--- src/rtl/rng_health_pkg.sv ---
package rng_health_pkg;

    localparam int unsigned STAT_W    = 32;
    localparam int unsigned POS_READY = 0;
    localparam int unsigned POS_CLIVE = 1;
    localparam int unsigned POS_SLIVE = 2;
    localparam int unsigned POS_CFLAG = 5;
    localparam int unsigned POS_SFLAG = 6;

    // Relation of a new raw bit to the one before it
    typedef enum logic [1:0] {
        REL_FIRST  = 2'd0,
        REL_REPEAT = 2'd1,
        REL_TOGGLE = 2'd2
    } bit_rel_t;

    typedef struct packed {
        logic seed_flag;
        logic clk_flag;
        logic seed_live;
        logic clk_live;
        logic ready;
    } health_stat_t;

    function automatic logic [STAT_W-1:0] pack_status(input health_stat_t s);
        logic [STAT_W-1:0] w;
        w            = '0;
        w[POS_READY] = s.ready;
        w[POS_CLIVE] = s.clk_live;
        w[POS_SLIVE] = s.seed_live;
        w[POS_CFLAG] = s.clk_flag;
        w[POS_SFLAG] = s.seed_flag;
        return w;
    endfunction

endpackage

--- src/rtl/seed_pattern_chk.sv ---
module seed_pattern_chk
    import rng_health_pkg::*;
#(
    parameter int unsigned RUN_LIMIT = 64,
    parameter int unsigned ALT_LIMIT = 32
) (
    input  logic clk,
    input  logic rst,
    input  logic raw_bit,
    input  logic raw_vld,
    output logic seed_err
);
    localparam int unsigned RUN_MAX = RUN_LIMIT + 1;
    localparam int unsigned ALT_MAX = ALT_LIMIT + 1;
    localparam int unsigned RUN_W   = $clog2(RUN_MAX + 1);
    localparam int unsigned ALT_W   = $clog2(ALT_MAX + 1);
    localparam logic [RUN_W-1:0] RUN_TOP = RUN_W'(RUN_MAX);
    localparam logic [ALT_W-1:0] ALT_TOP = ALT_W'(ALT_MAX);
    localparam logic [RUN_W-1:0] RUN_TH  = RUN_W'(RUN_LIMIT);
    localparam logic [ALT_W-1:0] ALT_TH  = ALT_W'(ALT_LIMIT);

    logic             have_prev;
    logic             prev_bit;
    logic [RUN_W-1:0] run_q;
    logic [ALT_W-1:0] alt_q;
    bit_rel_t         rel;

    always_comb begin
        if (!have_prev)            rel = REL_FIRST;
        else if (raw_bit == prev_bit) rel = REL_REPEAT;
        else                       rel = REL_TOGGLE;
    end

    always_ff @(posedge clk) begin
        if (rst) begin
            have_prev <= 1'b0;
            prev_bit  <= 1'b0;
            run_q     <= '0;
            alt_q     <= '0;
        end else if (raw_vld) begin
            have_prev <= 1'b1;
            prev_bit  <= raw_bit;
            case (rel)
                REL_REPEAT: begin
                    run_q <= (run_q == RUN_TOP) ? run_q : run_q + 1'b1;
                    alt_q <= '0;
                end
                REL_TOGGLE: begin
                    run_q <= RUN_W'(1);
                    alt_q <= (alt_q == ALT_TOP) ? alt_q : alt_q + 1'b1;
                end
                default: begin
                    run_q <= RUN_W'(1);
                    alt_q <= '0;
                end
            endcase
        end
    end

    assign seed_err = (run_q > RUN_TH) || (alt_q > ALT_TH);

endmodule

--- src/rtl/clk_rate_chk.sv ---
module clk_rate_chk #(
    parameter int unsigned CLK_RATIO = 16
) (
    input  logic clk,
    input  logic rst,
    input  logic ent_edge,
    output logic clk_err
);
    localparam int unsigned GAP_W = $clog2(CLK_RATIO + 1);
    localparam logic [GAP_W-1:0] GAP_LIM  = GAP_W'(CLK_RATIO);
    localparam logic [GAP_W-1:0] GAP_LAST = GAP_W'(CLK_RATIO - 1);

    logic [GAP_W-1:0] gap_q;
    logic             err_q;

    always_ff @(posedge clk) begin
        if (rst) begin
            gap_q <= '0;
            err_q <= 1'b0;
        end else if (ent_edge) begin
            gap_q <= '0;
            if (gap_q < GAP_LIM) err_q <= 1'b0;
        end else begin
            if (gap_q != GAP_LIM)  gap_q <= gap_q + 1'b1;
            if (gap_q == GAP_LAST) err_q <= 1'b1;
        end
    end

    assign clk_err = err_q;

endmodule

--- src/rtl/rng_status_reg.sv ---
module rng_status_reg
    import rng_health_pkg::*;
(
    input  logic              clk,
    input  logic              rst,
    input  logic              seed_live,
    input  logic              clk_live,
    input  logic              new_word,
    input  logic              data_rd,
    input  logic              wr_en,
    input  logic              wr_clr_seed_n,
    input  logic              wr_clr_clk_n,
    input  logic              irq_en,
    output logic [STAT_W-1:0] stat_word,
    output logic              irq
);
    logic         ready_q;
    logic         sflag_q;
    logic         cflag_q;
    logic         clr_seed;
    logic         clr_clk;
    health_stat_t fields;

    assign clr_seed = wr_en && !wr_clr_seed_n;
    assign clr_clk  = wr_en && !wr_clr_clk_n;

    always_ff @(posedge clk) begin
        if (rst) begin
            ready_q <= 1'b0;
            sflag_q <= 1'b0;
            cflag_q <= 1'b0;
        end else begin
            ready_q <= new_word  || (ready_q && !data_rd);
            sflag_q <= seed_live || (sflag_q && !clr_seed);
            cflag_q <= clk_live  || (cflag_q && !clr_clk);
        end
    end

    always_comb begin
        fields.ready     = ready_q;
        fields.clk_live  = clk_live;
        fields.seed_live = seed_live;
        fields.clk_flag  = cflag_q;
        fields.seed_flag = sflag_q;
    end

    assign stat_word = pack_status(fields);
    assign irq       = irq_en && (sflag_q || cflag_q);

endmodule

--- src/rtl/rng_health_mon.sv ---
module rng_health_mon
    import rng_health_pkg::*;
#(
    parameter int unsigned RUN_LIMIT = 64,
    parameter int unsigned ALT_LIMIT = 32,
    parameter int unsigned CLK_RATIO = 16
) (
    input  logic        clk,
    input  logic        rst,
    input  logic        raw_bit,
    input  logic        raw_vld,
    input  logic        ent_clk_edge,
    input  logic        new_word,
    input  logic        data_rd,
    input  logic        stat_wr_en,
    input  logic [31:0] stat_wdata,
    input  logic        irq_en,
    output logic [31:0] stat_word,
    output logic        irq
);
    logic seed_live;
    logic clk_live;
    logic unused_wbits;

    assign unused_wbits = ^{stat_wdata[31:7], stat_wdata[4:0]};

    seed_pattern_chk #(
        .RUN_LIMIT (RUN_LIMIT),
        .ALT_LIMIT (ALT_LIMIT)
    ) i_seed (
        .clk      (clk),
        .rst      (rst),
        .raw_bit  (raw_bit),
        .raw_vld  (raw_vld),
        .seed_err (seed_live)
    );

    clk_rate_chk #(
        .CLK_RATIO (CLK_RATIO)
    ) i_rate (
        .clk      (clk),
        .rst      (rst),
        .ent_edge (ent_clk_edge),
        .clk_err  (clk_live)
    );

    rng_status_reg i_stat (
        .clk           (clk),
        .rst           (rst),
        .seed_live     (seed_live),
        .clk_live      (clk_live),
        .new_word      (new_word),
        .data_rd       (data_rd),
        .wr_en         (stat_wr_en),
        .wr_clr_seed_n (stat_wdata[POS_SFLAG]),
        .wr_clr_clk_n  (stat_wdata[POS_CFLAG]),
        .irq_en        (irq_en),
        .stat_word     (stat_word),
        .irq           (irq)
    );

endmodule

--- config.mk ---
export PLATFORM = sky130hd
export DESIGN_NAME = rng_health_mon
export DESIGN_NICKNAME = d
export VERILOG_FILES = /design/src/rtl/rng_health_pkg.sv /design/src/rtl/seed_pattern_chk.sv /design/src/rtl/clk_rate_chk.sv /design/src/rtl/rng_status_reg.sv /design/src/rtl/rng_health_mon.sv
export SDC_FILE = /design/constraint.sdc
export NUM_CORES = 1
export LEC_CHECK = 0
export BUFFER_PORTS_ARGS = -buffer_cell sky130_fd_sc_hd__buf_2
export CAP_MARGIN = 20
export CORE_MARGIN = 4
export CORE_UTILIZATION = 46
export CTS_CLUSTER_DIAMETER = 60
export DETAILED_ROUTE_END_ITERATION = 6
export PLACE_DENSITY = 0.82
export SLEW_MARGIN = 10
export SYNTH_ARGS = -nofsm -noshare
export SYNTH_HDL_FRONTEND = slang
export SYNTH_HIERARCHICAL = 1
export SYNTH_SLANG_ARGS = --single-unit
export TNS_END_PERCENT = 1
--- constraint.sdc ---
create_clock -name clk -period 1.9 [get_ports clk]
set_input_delay 0.38 -clock clk [delete_from_list [all_inputs] [get_ports clk]]
set_output_delay 0.38 -clock clk [all_outputs]
set_load 0.02 [all_outputs]
==> metrics.cfg <==
[final_layout]
multiInputGateArea_um2 = 874.6
drive_gt1_frac = 0.2251
layoutNonFillerInstCount = 235
nFillCells = 295
postLayoutCellArea_mm2 = 0.001623
area_growth_pct = 5.447
regArea_um2 = 485.5
num_antenna_cells = 0
fin_nets = 242

[drt]
drtPass1Iterations = 4
vias_per_cell = 4.966
ant_nets = 0
route.detailed.drc = 0
via_count = 1167
wl_per_cell_um = 11.62
detail_route.wirelength_mm = 2.731
drtIter0Drc = 41

[cts]
clock_sinks = 24
cts-hold-fix-buffers = 0
cts_root_buffer = clkbuf_4
numCtsBuffers = 3
cts_max_level = 1
insertion_delay_ns = 0.32
clk_pin_slew_ns = 0.13
tritoncts = done
max-clock-path-buffers = 2

[sta]
hold_viol = 0
rsz0062_at_grt = yes
skew_ns = 0.006225
finalSetupViolCount = 0
maxSlewViolCount = 0
min_period_ns = 1.886
timing.final.crit_share = 0.9926
fmax_mhz = 530.2
fin_tns_setup_ns = 0

[job]
maxCapViolations = 0

[yosys]
syn_area_mm2 = 0.001539
synthMuxAreaShare = 0.01951
synth_area_leader_cell = dfxtp_1
synth-async-reset-ratio = 0
synth_compound_area_frac = 0.1309
synth-simple-area-share = 0.2325
syn_area_per_cell_um2 = 8.695
synthAdderAreaFrac = 0.07317
yosys_warnings = 6
ys_types = 43
synthXorXnorAreaFrac = 0.03333
synth_area_leaders = dfxtp_1 31%, buf_4 16%, ha_1 7.3%, a21oi_1 3.3%, inv_1 2.7%
ys_seq_area_frac = 0.3122
ys_ff_latch = 24
synth-edff-count = 0
synth_top_family_by_area = simple AND/OR/NAND/NOR gates
synthCells = 177
yosys.area.top_type_share = 0.3122
synth_ff_type = dfxtp_1

[power_and_ir_drop]
p_leak_nw = 0.7135
p_seq_frac = 0.505
p_total_w = 0.001037
peakVddDrop_mv = 0.4674
p_int_w = 0.0007636
p_switching_w = 0.0002735
switching_share = 0.2637
comb_power_share = 0.139
power_density_mw_per_mm2 = 639.1
pwr-share-clk = 0.356

[grt]
grt_max_degree = 26
grt_pass1_vias = 1024
antenna_found_initial = 0
grt_use_total = 0.1313
gr-total-overflow = 0
grt_pass1_wl_mm = 4.547

[critical_path]
cp_data_arrival_time_ns = 1.51
end_kind = output port
worstPathRequired_ns = 1.52
cp_max_fo = 5
worstSetupPathType = register to output port
cp-start-kind = register

[place]
post-dp-hpwl_mm = 1.997
gp_congestion = 0.8052
postPlaceCellArea_mm2 = 0.001538
port_buffers = 16
placed_cells = 230

[floorplanning]
die_y_um = 65.84
initial_utilization = 0.4920
die_area_mm2 = 0.004335
coreArea_mm2 = 0.003128
ioPinCount = 74
die_w_um = 65.84
std_cell_rows = 20

[status]
status = complete, no violations

[min_path]
min_path_type = input port to register

worst max-delay path, cell delays in order (launching register included):
cell and delay, ns:
dfxtp_2 0.37, nor4_4 0.31, nand2_1 0.11, a22o_1 0.23, buf_2 0.17
synth_stat cells, types with 3 or more instances:
cell type and n:
buf_4 32, nor3_2 3, inv_1 11, a21oi_1 10
nand2_1 6, mux2i_1 3, o21ai_0 8, and3_1 6
nor2_1 7, nand3b_1 3, xnor2_1 3, nand3_1 5
nor3_1 8, nor4_1 3, ha_1 9, dfxtp_1 24
clkbuf_1 3
sequential cells by signal, indices dropped and copies added (netlist names):
| name | flops |
|---|---|
| i_rate/clk_err | 1 |
| i_rate/gap_q | 5 |
| i_seed/alt_q | 6 |
| i_seed/have_prev | 1 |
| i_seed/prev_bit | 1 |
| i_seed/run_q | 7 |
| i_stat/cflag_q | 1 |
| i_stat/ready_q | 1 |
| i_stat/sflag_q | 1 |
power by group through the flow:
stage / registers, W / clock network (W) / logic (W)
after detailed placement: 0.000535 / 0 / 0.000141
after global routing: 0.000527 / 0.000406 / 0.000160
after CTS: 0.000524 / 0.000384 / 0.000142
after global placement: 0.000535 / 0 / 0.000139
final: 0.000524 / 0.000369 / 0.000144
after floorplan: 0.000531 / 0 / 0.000157
layout make-up:
type	instances	area share
Multi-Input combinational cell	131	0.5389
Timing Repair Buffer	20	0.06785
Inverter	12	0.02776
Clock inverter	1	0.01850
Sequential cell	24	0.2992
Tap cell	44	0.03392
Clock buffer	3	0.01388
metrics by stage:
stage | util | hold slack, ns | setup slack [ns]
finish | 0.5188 | 0.2717 | 0.01408
global route | 0.5188 | 0.2511 | -0.05906
CTS | 0.5176 | 0.2610 | 0.001411
floorplan | - | 0.4438 | 0.3689
detailed placement | 0.4916 | 0.4666 | 0.2010
global placement | 0.4916 | 0.4565 | 0.2370
layer usage:
| metal | vias up | track usage | wire, um |
|---|---|---|---|
| li1 | 591 | - | - |
| met1 | 532 | 0.1743 | 1257 |
| met2 | 37 | 0.2053 | 1223 |
| met3 | 7 | 0.03741 | 208 |
| met4 | 0 | 0.03886 | 42 |
| met5 | - | 0 | 0 |
final timing paths:
check                   from  cells past startpoint  slack (ns)         endpoint
min             ent_clk_edge                      2        0.27  i_rate/gap_q[0]
max reg2reg  i_seed/alt_q[1]                      6        0.29  i_seed/alt_q[2]
min reg2reg   i_stat/ready_q                      2        0.49   i_stat/ready_q
max          i_seed/run_q[3]                      4        0.01     stat_word[2]
cell usage in the layout, fill, tap and decap left out, drive strengths merged:
cell     count
and2b        1
or3          2
and2         2
a21o         1
o21a         1
a22oi        1
inv         11
clkinv       1
a32o         2
mux2i        3
a21oi       10
and3         7
dfxtp       24
a2111oi      1
nor3b        4
and4bb       1
a31o         2
nand2b       1
xor2         2
clkbuf       3
nor4         3
xnor2        3
nand4        2
ha           9
a41o         1
o21ai        8
a22o         1
nand3        6
a311oi       1
a211o        1
bufinv       1
buf         20
nand3b       3
nor3        11
conb        27
nand4b       1
nand2        6
nor2         7
kinds of logic after synthesis:
kind of cell / count (synthesis)
buffers and inverters: 48
AOI/OAI and AO/OA: 30
and+or+nand+nor: 57
muxes: 3
adders and majority gates: 9
xor gates and xnor gates: 5
DFF: 24
other: 1
what timing repair did:
item | 4_1_cts | 5_1_grt
setup endpoints to repair | 1 | 1
pin swaps | 1 | 0
buffers inserted | 1 | 0
gates resized for setup | 4 | 3
Power figures use the tool's default switching activity.
